File: src/rtl/lpa_pkg.sv
package lpa_pkg;
  localparam int unsigned LPA_COLS     = 64;
  localparam int unsigned LPA_ROWS     = 64;
  localparam int unsigned LPA_HALF_WIN = 3;
  localparam int unsigned LPA_LATENCY  = 4;
endpackage

File: src/rtl/lpa_seg_filter.sv
module lpa_seg_filter #(
  parameter int unsigned COLS     = lpa_pkg::LPA_COLS,
  parameter int unsigned ROWS     = lpa_pkg::LPA_ROWS,
  parameter int unsigned HALF_WIN = lpa_pkg::LPA_HALF_WIN
) (
  input  logic                    clk,
  input  logic                    rst_n,
  input  logic                    px_valid,
  input  logic                    px_peak,
  input  logic [$clog2(ROWS)-1:0] px_row,
  input  logic [$clog2(COLS)-1:0] px_col,
  output logic                    supported
);
  localparam int unsigned CW  = $clog2(COLS);
  localparam int unsigned WIN = 2 * HALF_WIN + 1;
  localparam int unsigned PW  = COLS + 2 * HALF_WIN;

  logic [COLS-1:0] above_q, above_d;
  logic [COLS-1:0] build_q, build_d;
  logic [PW-1:0]   padded;
  logic [WIN-1:0]  window;

  // Pad with zeros so edge windows see empty columns.
  assign padded = {{HALF_WIN{1'b0}}, above_q, {HALF_WIN{1'b0}}};
  assign window = padded[px_col +: WIN];

  always_comb begin
    build_d = build_q;
    above_d = above_q;
    if (px_valid) begin
      build_d[px_col] = px_peak;
      if (px_col == CW'(COLS - 1)) begin
        above_d = build_d;
      end
    end
  end

  assign supported = px_valid && px_peak && (px_row != '0) && (|window);

  always_ff @(posedge clk or negedge rst_n) begin
    if (!rst_n) begin
      above_q <= '0;
      build_q <= '0;
    end else if (px_valid) begin
      above_q <= above_d;
      build_q <= build_d;
    end
  end
endmodule

File: src/rtl/lpa_run_thin.sv
module lpa_run_thin #(
  parameter int unsigned COLS = lpa_pkg::LPA_COLS
) (
  input  logic                    clk,
  input  logic                    rst_n,
  input  logic                    px_valid,
  input  logic [$clog2(COLS)-1:0] px_col,
  input  logic                    supported,
  output logic                    lane
);
  logic left_q, left_d;
  logic left_live;

  // Left neighbour only counts inside the same row.
  assign left_live = left_q && (px_col != '0);
  assign lane      = supported && !left_live;

  always_comb begin
    left_d = left_q;
    if (px_valid) begin
      left_d = supported;
    end
  end

  always_ff @(posedge clk or negedge rst_n) begin
    if (!rst_n) begin
      left_q <= 1'b0;
    end else if (px_valid) begin
      left_q <= left_d;
    end
  end
endmodule

File: src/rtl/lpa_delay.sv
module lpa_delay #(
  parameter int unsigned WIDTH = 8,
  parameter int unsigned DEPTH = lpa_pkg::LPA_LATENCY
) (
  input  logic             clk,
  input  logic             rst_n,
  input  logic [WIDTH-1:0] din,
  output logic [WIDTH-1:0] dout
);
  logic [DEPTH:0][WIDTH-1:0] tap;

  assign tap[0] = din;

  for (genvar s = 0; s < DEPTH; s++) begin : g_stage
    logic [WIDTH-1:0] stage_q;
    always_ff @(posedge clk or negedge rst_n) begin
      if (!rst_n) begin
        stage_q <= '0;
      end else begin
        stage_q <= tap[s];
      end
    end
    assign tap[s+1] = stage_q;
  end

  assign dout = tap[DEPTH];
endmodule

File: src/rtl/lane_point_alloc.sv
module lane_point_alloc #(
  parameter int unsigned COLS     = lpa_pkg::LPA_COLS,
  parameter int unsigned ROWS     = lpa_pkg::LPA_ROWS,
  parameter int unsigned HALF_WIN = lpa_pkg::LPA_HALF_WIN,
  parameter int unsigned LATENCY  = lpa_pkg::LPA_LATENCY
) (
  input  logic                    clk,
  input  logic                    rst_n,
  input  logic                    in_valid,
  input  logic                    in_peak,
  input  logic [$clog2(ROWS)-1:0] in_row,
  input  logic [$clog2(COLS)-1:0] in_col,
  output logic                    out_valid,
  output logic                    out_lane,
  output logic [$clog2(ROWS)-1:0] out_row,
  output logic [$clog2(COLS)-1:0] out_col
);
  localparam int unsigned CW = $clog2(COLS);
  localparam int unsigned RW = $clog2(ROWS);
  localparam int unsigned PW = 2 + RW + CW;

  logic          seg_sup;
  logic          lane_raw;
  logic [PW-1:0] pay_in, pay_out;

  lpa_seg_filter #(.COLS(COLS), .ROWS(ROWS), .HALF_WIN(HALF_WIN)) seg_i (
    .clk(clk), .rst_n(rst_n), .px_valid(in_valid), .px_peak(in_peak),
    .px_row(in_row), .px_col(in_col), .supported(seg_sup)
  );

  lpa_run_thin #(.COLS(COLS)) thin_i (
    .clk(clk), .rst_n(rst_n), .px_valid(in_valid), .px_col(in_col),
    .supported(seg_sup), .lane(lane_raw)
  );

  assign pay_in = {in_valid, lane_raw, in_row, in_col};

  lpa_delay #(.WIDTH(PW), .DEPTH(LATENCY)) dly_i (
    .clk(clk), .rst_n(rst_n), .din(pay_in), .dout(pay_out)
  );

  assign {out_valid, out_lane, out_row, out_col} = pay_out;
endmodule

File: config.mk
export PLATFORM = sky130hd
export DESIGN_NAME = lane_point_alloc
export DESIGN_NICKNAME = d
export VERILOG_FILES = /design/src/rtl/lpa_pkg.sv /design/src/rtl/lpa_seg_filter.sv /design/src/rtl/lpa_run_thin.sv /design/src/rtl/lpa_delay.sv /design/src/rtl/lane_point_alloc.sv
export SDC_FILE = /design/constraint.sdc
export NUM_CORES = 1
export LEC_CHECK = 0
export ABC_CLOCK_PERIOD_IN_PS = 2800
export CORE_ASPECT_RATIO = 1.75
export CORE_MARGIN = 3
export CORE_UTILIZATION = 60
export DETAILED_ROUTE_END_ITERATION = 16
export GPL_TIMING_DRIVEN = 0
export HOLD_SLACK_MARGIN = 0.03
export PLACE_DENSITY = 0.85
export RECOVER_POWER = 25
export REMOVE_ABC_BUFFERS = 1
export SLEW_MARGIN = 20
export SYNTH_ARGS = -nofsm -noshare
export SYNTH_HDL_FRONTEND = slang
export SYNTH_SLANG_ARGS = --single-unit
File: constraint.sdc
create_clock -name clk -period 2.8 [get_ports clk]
set_input_delay 0.28 -clock clk [delete_from_list [all_inputs] [get_ports clk]]
set_output_delay 0.28 -clock clk [all_outputs]
set_load 0.01 [all_outputs]
==> qor.log, run 1 <==
qor: status.run_status complete, but fails checks
qor: status.failed_checks capacitance limit, slew limit
qor: die.floorplan.initialDensity 61.3%
qor: cts.h-tree-depth 4
qor: synth.post_synth_instance_area 9440 µm²
qor: drt.route.detailed.wl_per_inst 23.1 µm
qor: power_and_ir_drop.netSwitchingFraction 29.5%
qor: sta.tightest_slew 1.97 ns
qor: power_and_ir_drop.switch_pwr 1.92 mW
qor: sta.achievable_clock_frequency 374 MHz
qor: place.post-dp-hpwl 16,700 µm
qor: synth.synth_ff_type dfrtp_1
qor: global_routing.leftover_overflow_at_the_end_of_global_routing 0
qor: finish.final_cells 1,120
qor: synth.post_synth_and_or_nand_nor_area_fraction 15.6%
qor: global_routing.grt_usage 30.8%
qor: synth.synth_xor_xnor_area_share 0%
qor: cts.cts.root.buffer_cell clkbuf_16
qor: finish.ratio_of_cells_with_drive_above_1_in_the_final_layout 15.2%
qor: synth.yosysWarnings 0
qor: critical_path.path_buf_inv 0
qor: drt.wirelength 25,900 µm
qor: critical_path.critPathKind reg -> reg
qor: critical_path.crit_path_start_kind register
qor: cts.cts_buffer_depth 2
qor: critical_path.cp_common_cell o21ai_0
qor: synth.yosys.area_share.adder 0%
qor: sta.report.final.hold_viol_count 0
qor: synth.post_synth_inst_count 937
qor: global_routing.via_count_of_the_first_global_routing_pass 7,340
qor: synth.yosys.cell_types.count 65
qor: critical_path.worst_path_dominant_cell_family compound AO/OA/AOI/OAI gates
qor: synth.share_of_synthesized_area_occupied_by_flip_flops_and_latches 48.8%
qor: cts.clock-sinks 184
qor: worst_hold_path.min-delay-start in_col[1]
qor: drt.ratio_of_routed_vias_to_standard_cells 6.75
qor: finish.fin_nets 937
qor: cts.clock_pin_slew_on_the_worst_setup_and_hold_paths 0.07 ns
qor: critical_path.worst_setup_path_startpoint seg_i.above_q[40]
qor: critical_path.critical_path_arrival 2.96 ns
qor: global_routing.initial_antenna_violation_count 0
qor: critical_path.worstPathRequired 3.09 ns
qor: critical_path.max_stage_delay 0.52 ns
qor: place.preCtsSetupSlack -1.10 ns
qor: die.count_of_standard_cell_rows 60
qor: drt.detailed_route_drc_error_count 0
qor: synth.avgSynthCellArea 10.1 µm²
qor: run.max-cap-violations 1
qor: drt.drt_first_iter_violations 898
qor: sta.skew 0.0164 ns
qor: drt.dr_total_vias 7,560
qor: power_and_ir_drop.internal-power 4.58 mW
qor: drt.dr.pass1.iters 7
qor: power_and_ir_drop.power_frac_comb 15.3%
qor: synth.compound_gate_portion_of_the_synthesized_area 12.1%
qor: die.die_height 172 µm
qor: cts.worstSkewPairLatency 0.44 ns
qor: place.port-buffer-count 29
qor: place.routability_cong 0.983
qor: drt.drt.antenna.violating_nets 0
qor: cts.numCtsBuffers 17
qor: synth.yosys_register_bits 184
qor: power_and_ir_drop.power-per-cell-area 626 nW/µm²
qor: global_routing.grt_first_pass_wirelength 40,700 µm
qor: critical_path.crit_fanout 6
qor: place.numPlacedInstances 1,085
qor: critical_path.critPathSlowestCell mux4_2
qor: die.core_area 15,400 µm²
qor: sta.final_min_period_over_clock_period 95.4%
qor: power_and_ir_drop.clkPwrFrac 36.4%
qor: synth.synth_edf_count 0
qor: sta.final_period_minus_worst_setup_slack 2.67 ns
qor: finish.areaGrowthSynthToFinish 10.1%
qor: synth.synth.area.mux_share 19.8%
qor: sta.finalMaxSlewViolations 79
qor: die.io_pins 30
qor: critical_path.critPathCaptureType register
qor: cts.tritoncts done
qor: sta.rsz_0062_raised_after_global_routing no
qor: synth.synth_async_sr_flop_share 100%
qor: sta.timing.final.setup_violations 0
qor: die.die_w 101 µm
qor: power_and_ir_drop.power.ir.vdd_worst 0.328 mV
qor: sta.setup_slack 0.128 ns
qor: worst_hold_path.min_path_type in -> reg
qor: power_and_ir_drop.p_seq_share 48.3%
qor: finish.postLayoutCoreUtil 67.5%
qor: synth.main_combinational_cell_family_by_area_after_synthesis multiplexers
qor: global_routing.maximum_number_of_pins_on_one_net_before_global_route_repair 107
qor: die.die-area 17,300 µm²
qor: finish.diodes 0
qor: critical_path.crit_chain mux4_2 > o21ai_0 > nand4_1 > o32a_1 > a21oi_1 > o21ai_0 > o31ai_2 > o21ai_1
qor: power_and_ir_drop.total_leakage_power 4.43 nW
qor: critical_path.worst_reg2reg_path_startpoint seg_i.above_q[40]
qor: sta.timing.max_slew.rel_slack -31.4%
==> synthesized netlist by cell type, types with 5 or more instances <==
| cell type | n | area [µm²] |
|---|---|---|
| nand3_1 | 28 | 140 |
| clkbuf_1 | 49 | 184 |
| nor2_1 | 129 | 484 |
| nor2b_1 | 5 | 31.3 |
| a221oi_1 | 6 | 52.6 |
| nand2b_1 | 7 | 43.8 |
| buf_2 | 13 | 65.1 |
| mux2_1 | 14 | 158 |
| nand4_1 | 11 | 68.8 |
| dfrtp_1 | 184 | 4600 |
| mux4_2 | 12 | 270 |
| o21ai_0 | 69 | 345 |
| a21oi_1 | 25 | 125 |
| a211oi_1 | 6 | 45.0 |
| nand2_1 | 107 | 402 |
| o22ai_1 | 7 | 43.8 |
| nor4_1 | 5 | 31.3 |
| mux2_2 | 68 | 766 |
| nor3_1 | 12 | 60.1 |
| mux2i_1 | 63 | 631 |
| a31oi_1 | 29 | 181 |
==> flip-flops by register name (all words and copies together), names as in the netlist <==
register	count
dly_i.dout	14
dly_i.g_stage.stage_q	42
seg_i.above_q	64
seg_i.build_q	63
thin_i.left_q	1
==> worst register-to-register path, cell delays in order (launching register included) <==
cell and delay, ns:
dfrtp_1 0.45, mux4_2 0.52, o21ai_0 0.44, nand4_1 0.20, o32a_1 0.20, a21oi_1 0.19, o21ai_0 0.15, o31ai_2 0.28
o21ai_1 0.10
==> what timing repair did <==
action	4_1_cts	5_1_grt
gates resized for setup	7	8
pin swaps	2	1
hold endpoints to repair	78	0
setup endpoints to repair	48	32
gates cloned	1	0
buffers inserted	0	1
hold buffers	1	0
==> worst paths after layout <==
| check | endpoint | slack (ns) | depth (start not counted) |
|---|---|---|---|
| worst max-delay path | thin_i.left_q | 0.13 | 8 |
| max in group asynchronous | seg_i.above_q[40] | 0.57 | 3 |
| worst min register to register | dly_i.g_stage[1].stage_q[3] | 0.35 | 0 |
| min in group asynchronous | seg_i.above_q[5] | 0.93 | 2 |
| worst max register to register | thin_i.left_q | 0.13 | 8 |
| worst min-delay path | dly_i.g_stage[0].stage_q[1] | 0.15 | 1 |
==> placed cells by master, fill, tap and decap left out, types with 3 or more instances in the layout <==
cell type	count
a2111oi_0	4
a211o_1	3
a211oi_1	6
a21oi_1	25
a221oi_1	6
a31oi_1	29
and2_1	3
and3_1	4
buf_16	3
buf_4	3
clkbuf_16	17
clkdlybuf4s50_1	15
dfrtp_1	184
dlygate4sd3_1	7
inv_1	3
inv_2	3
inv_6	4
inv_8	4
mux2_1	14
mux2_2	68
mux2_4	3
mux2i_1	63
mux4_2	12
nand2_1	106
nand2b_1	7
nand3_1	27
nand3b_1	3
nand4_1	11
nor2_1	127
nor2b_1	5
nor3_1	10
nor4_1	5
nor4b_1	3
o21ai_0	69
o21ai_1	3
o22ai_1	7
or4_1	4
==> area by class of cell <==
class                           count  area (µm²)
Timing Repair Buffer               37         422
Sequential cell                   184        4600
Inverter                            6        22.5
Clock buffer                       19         453
Multi-Input combinational cell    675        4530
Fill cell                        1148        5000
Clock inverter                     13         129
Tap cell                          186         233
==> routing by layer <==
layer | global-route usage [%] | share of wire (%) | routed length (µm) | up-vias
met3 | 4.72 | 6.8 | 1750 | 136
li1 | - | - | - | 3331
met4 | 19.4 | 6.7 | 1740 | 0
met5 | 0 | 0 | 0 | -
met1 | 37.2 | 37 | 9600 | 3678
met2 | 50.9 | 49 | 12800 | 415
==> cells by family (layout without fill, tap and decap cells) <==
kind of cell           count (synthesis)  count (layout)
buffers and inverters                 79              75
muxes                                160             160
and+or+nand+nor                      332             333
DFF                                  184             184
AOI/OAI and AO/OA                    182             182
==> metrics by stage <==
stage | TNS (ns) | power (mW) | area (µm²) | hold WS (ns)
2_1_floorplan | -3.12 | 3.71 | 9110 | -0.0156
3_3_place_gp | -1611.60 | 4.11 | 9630 | 0.334
3_5_place_dp | -56.26 | 4.15 | 9770 | 0.291
4_1_cts | 0 | 6.50 | 10400 | 0.194
5_1_grt | 0 | 6.74 | 10400 | 0.170
6_report | 0 | 6.50 | 10400 | 0.151
==> power groups by stage <==
stage	sequential [mW]	clock, mW	combinational (mW)
after global placement	3.16	0	0.948
after global routing	3.17	2.49	1.09
after CTS	3.13	2.39	0.984
after detailed placement	3.17	0	0.971
after floorplan	3.11	0	0.603
final	3.14	2.37	0.995
Power figures use the tool's default switching activity.
==> inputs of run 2 (changes only) <==
SLEW_MARGIN = not set   (was 20)
SYNTH_HIERARCHICAL = 1   (was not set)
==> run 2 against run 1 <==
Compared with the run above: the flow still finishes with violations (capacitance limit, slew limit); global-route usage is 1.0 points lower; power is 2.2% lower; register-to-register slack worse by 0.03 ns; clock power is 2% higher; critical path depth is 1 higher; critical path type is now in -> reg.
==> qor.log, run 2 <==
qor: drt.drt_first_iter_violations 1,169 [was 898]
qor: finish.diodes 0 [unchanged]
qor: cts.clock_pin_slew_on_the_worst_setup_and_hold_paths 0.07 ns [about the same]
qor: finish.top_reg_by_flops seg_i/above_q [was seg_i.above_q]
qor: die.count_of_standard_cell_rows 60 [unchanged]
qor: sta.skew 0.0125 ns [was 0.0164 ns]
qor: die.die_height 173 µm [was 172 µm]
qor: place.routability_cong 0.901 [was 0.983]
qor: drt.drt.antenna.violating_nets 0 [unchanged]
qor: global_routing.grt_first_pass_wirelength 40,600 µm [was 40,700 µm]
qor: finish.largest_register_ff_count 64 [unchanged]
qor: sta.rsz_0062_raised_after_global_routing no [unchanged]
qor: global_routing.leftover_overflow_at_the_end_of_global_routing 0 [unchanged]
qor: power_and_ir_drop.internal-power 4.56 mW [was 4.58 mW]
qor: synth.post_synth_inst_count 905 [was 937]
qor: finish.combined_area_of_the_multi_input_logic_cells 4620 µm² [was 4530 µm²]
qor: synth.yosys.cell_types.count 62 [was 65]
qor: critical_path.critPathKind in -> reg [was reg -> reg]
qor: sta.setup_slack 0.0926 ns [was 0.128 ns]
qor: finish.top_regs seg_i/above_q x64, seg_i/build_q x63, dly_i/g_stage.stage_q x42 [was seg_i.above_q x64, seg_i.build_q x63, dly_i.g_stage.stage_q x42]
qor: sta.timing.setup.tns 0 ns [unchanged]
qor: power_and_ir_drop.p_seq_share 48.3% [about the same]
qor: synth.synth_async_sr_flop_share 100% [unchanged]
qor: cts.worstSkewPairLatency 0.44 ns [about the same]
qor: die.die_w 102 µm [was 101 µm]
qor: finish.most-common-layout-cells dfrtp_1 (184), nand2_1 (136), nor2_1 (113), mux2_2 (72), mux2i_1 (60) [was dfrtp_1 (184), nor2_1 (127), nand2_1 (106), o21ai_0 (69), mux2_2 (68)]
qor: power_and_ir_drop.power-per-cell-area 602 nW/µm² [was 626 nW/µm²]
qor: sta.final_period_minus_worst_setup_slack 2.71 ns [was 2.67 ns]
qor: drt.detailed_route_drc_error_count 0 [unchanged]
qor: sta.achievable_clock_frequency 369 MHz [was 374 MHz]
qor: cts.cts_buffer_depth 2 [unchanged]
qor: global_routing.grt_usage 29.8% [was 30.8%]
qor: synth.synth_edf_count 0 [unchanged]
qor: cts.cts.root.buffer_cell clkbuf_16 [unchanged]
qor: die.core_area 15,500 µm² [was 15,400 µm²]
qor: die.die-area 17,600 µm² [was 17,300 µm²]
qor: sta.final.hold.worst_slack 0.111 ns [was 0.151 ns]
qor: die.floorplan.initialDensity 61.7% [was 61.3%]
qor: synth.synth_top_area_share 48.1% [was 48.8%]
qor: cts.post-cts-setup-buffer-count 0 [unchanged]
qor: cts.tritoncts done [unchanged]
qor: critical_path.critical_path_arrival 3.06 ns [was 2.96 ns]
qor: synth.ranking_of_synthesized_cells_by_instance_count dfrtp_1 (184), nand2_1 (136), nor2_1 (114) [was dfrtp_1 (184), nor2_1 (129), nand2_1 (107)]
qor: sta.report.final.hold_viol_count 0 [unchanged]
qor: synth.share_of_synthesized_area_occupied_by_flip_flops_and_latches 48.1% [was 48.8%]
qor: drt.ratio_of_routed_vias_to_standard_cells 7.06 [was 6.75]
qor: synth.ys_top_cells_by_area dfrtp_1 (48%), mux2_2 (8.5%), mux4_2 (7.3%), mux2i_1 (6.3%), nand2_1 (5.3%) [was dfrtp_1 (49%), mux2_2 (8.1%), mux2i_1 (6.7%), nor2_1 (5.1%), nand2_1 (4.3%)]
qor: sta.timing.final.setup_violations 0 [unchanged]
qor: synth.synth_ff_type dfrtp_1 [unchanged]
qor: synth.yosysWarnings 6 [was 0]
qor: run.max-cap-violations 1 [unchanged]
qor: power_and_ir_drop.switch_pwr 1.79 mW [was 1.92 mW]
qor: power_and_ir_drop.total_leakage_power 4.51 nW [was 4.43 nW]
qor: finish.final_common_cell dfrtp_1 [unchanged]
qor: drt.dr_total_vias 7,728 [was 7,560]
qor: place.post-dp-hpwl 15,000 µm [was 16,700 µm]
qor: power_and_ir_drop.netSwitchingFraction 28.2% [was 29.5%]
qor: cts.clock-sinks 184 [unchanged]
qor: cts.h-tree-depth 4 [unchanged]
qor: synth.post_synth_instance_area 9580 µm² [was 9440 µm²]
qor: die.io_pins 30 [unchanged]
qor: place.preCtsSetupSlack -0.989 ns [was -1.10 ns]
qor: place.numPlacedInstances 1,058 [was 1,085]
qor: cts.numCtsBuffers 17 [unchanged]
qor: finish.filler_cell_count 1,050 [was 1,148]
qor: synth.synthDominantAreaCellType dfrtp_1 [unchanged]
qor: finish.final_cells 1,094 [was 1,120]
qor: drt.wirelength 26,100 µm [was 25,900 µm]
qor: finish.areaGrowthSynthToFinish 10.3% [was 10.1%]
qor: place.port-buffer-count 29 [unchanged]
qor: status.run_status complete, but fails checks [unchanged]
qor: power_and_ir_drop.clkPwrFrac 38.1% [was 36.4%]
qor: sta.final_min_period_over_clock_period 96.7% [was 95.4%]
qor: synth.yosys_register_bits 184 [unchanged]
qor: power_and_ir_drop.power_frac_comb 13.7% [was 15.3%]
qor: finish.fin_nets 911 [was 937]
qor: critical_path.crit_path_start_kind input pin [was register]
qor: finish.layout.area.seq 4600 µm² [unchanged]
qor: drt.route.detailed.wl_per_inst 23.9 µm [was 23.1 µm]
qor: global_routing.via_count_of_the_first_global_routing_pass 7,651 [was 7,340]
qor: worst_hold_path.min_path_type in -> reg [unchanged]
qor: sta.tightest_slew 2.12 ns [was 1.97 ns]
qor: critical_path.worstPathRequired 3.15 ns [was 3.09 ns]
qor: synth.synth.most_common_cell dfrtp_1 [unchanged]
qor: critical_path.crit_fanout 12 [was 6]
qor: sta.finalMaxSlewViolations 85 [was 79]
qor: finish.ratio_of_cells_with_drive_above_1_in_the_final_layout 18.5% [was 15.2%]
qor: synth.avgSynthCellArea 10.6 µm² [was 10.1 µm²]
qor: global_routing.initial_antenna_violation_count 0 [unchanged]
qor: drt.dr.pass1.iters 6 [was 7]
qor: global_routing.maximum_number_of_pins_on_one_net_before_global_route_repair 113 [was 107]
qor: power_and_ir_drop.power.ir.vdd_worst 0.323 mV [was 0.328 mV]
qor: sta.timing.max_slew.rel_slack -41.0% [was -31.4%]
qor: status.failed_checks capacitance limit, slew limit [unchanged]
qor: critical_path.critPathCaptureType register [unchanged]
## run 2: changes by cell type after synthesis, moves of 15 or more
cell       before  now
a2111oi_0       4   19
nor2b_1         5   24
o21ai_0        69   44
a31oi_1        29    7
clkbuf_1       49   34
nor2_1        129  114
nand2_1       107  136
nand3_1        28   10
mux4_2         12   31
## run 2: worst paths after layout
kind                            depth (start not counted)  slack (ns)                            to                         from
max in group asynchronous                               3        0.51             seg_i/above_q[19]                        rst_n
worst min register to register                          0        0.35   dly_i/g_stage[1].stage_q[2]  dly_i/g_stage[0].stage_q[2]
worst max-delay path                                    9        0.09  dly_i/g_stage[0].stage_q[12]                    in_col[5]
worst max register to register                          9        0.10  dly_i/g_stage[0].stage_q[12]            seg_i/above_q[29]
worst min-delay path                                    1        0.11   dly_i/g_stage[0].stage_q[0]                    in_col[0]
min in group asynchronous                               2        1.01              seg_i/above_q[5]                        rst_n
## run 2: area by class of cell
class	instances	share of cell area [%]
multi-input cells	643	43.7
flip-flops and latches	184	43.6
repair buffers	36	4.34
clock buffers	18	4.15
well taps	186	2.20
clock inverters	14	1.49
inverters	13	0.509
## run 2: kinds of logic (layout without fill, tap and decap cells)
family          after synthesis  count (layout)  share of synthesized area [%]
simple gates                333             334                           15.2
flops                       184             184                           48.1
mux                         165             165                           22.3
compound gates              144             144                           10.3
buf+inv                      79              81                           4.18
## run 2: what timing repair did
item	CTS	global route
setup endpoints to repair	13	5
gates resized for setup	15	12
endpoints found under the hold margin	84	0
pin swaps	0	1
hold buffers	1	0
gates cloned	1	2
## run 2: routing by layer
metal	global-route usage (%)	part of all wire, %	vias to the layer above
li1	-	-	3213
met3	5.93	8.5	193
met5	0	0	-
met2	48.0	49	555
met4	20.9	8.9	0
met1	34.8	34	3767
## run 2: per-stage QoR
step	utilization, %	cell area [µm²]	power [mW]
floorplan	-	9230	3.53
global placement	62.8	9750	3.87
detailed placement	63.4	9850	3.91
CTS	67.6	10500	6.34
global route	68.0	10600	6.58
finish	68.0	10600	6.36
## run 2: power groups by stage
stage / Sequential (mW) / Clock, mW / Combinational (mW)
floorplan: 3.05 / 0 / 0.488
global placement: 3.09 / 0 / 0.787
detailed placement: 3.10 / 0 / 0.808
CTS: 3.06 / 2.45 / 0.835
global route: 3.09 / 2.56 / 0.932
finish: 3.07 / 2.42 / 0.869
## run 2: critical path, cell delays in order
cell and delay [ns]:
clkdlybuf4s15_2 0.43, nor2b_2 0.32, nand2_1 0.27, or4_1 0.63, o2111ai_1 0.24, nor4_2 0.10
a21oi_2 0.18, or3b_2 0.47, o22ai_2 0.11
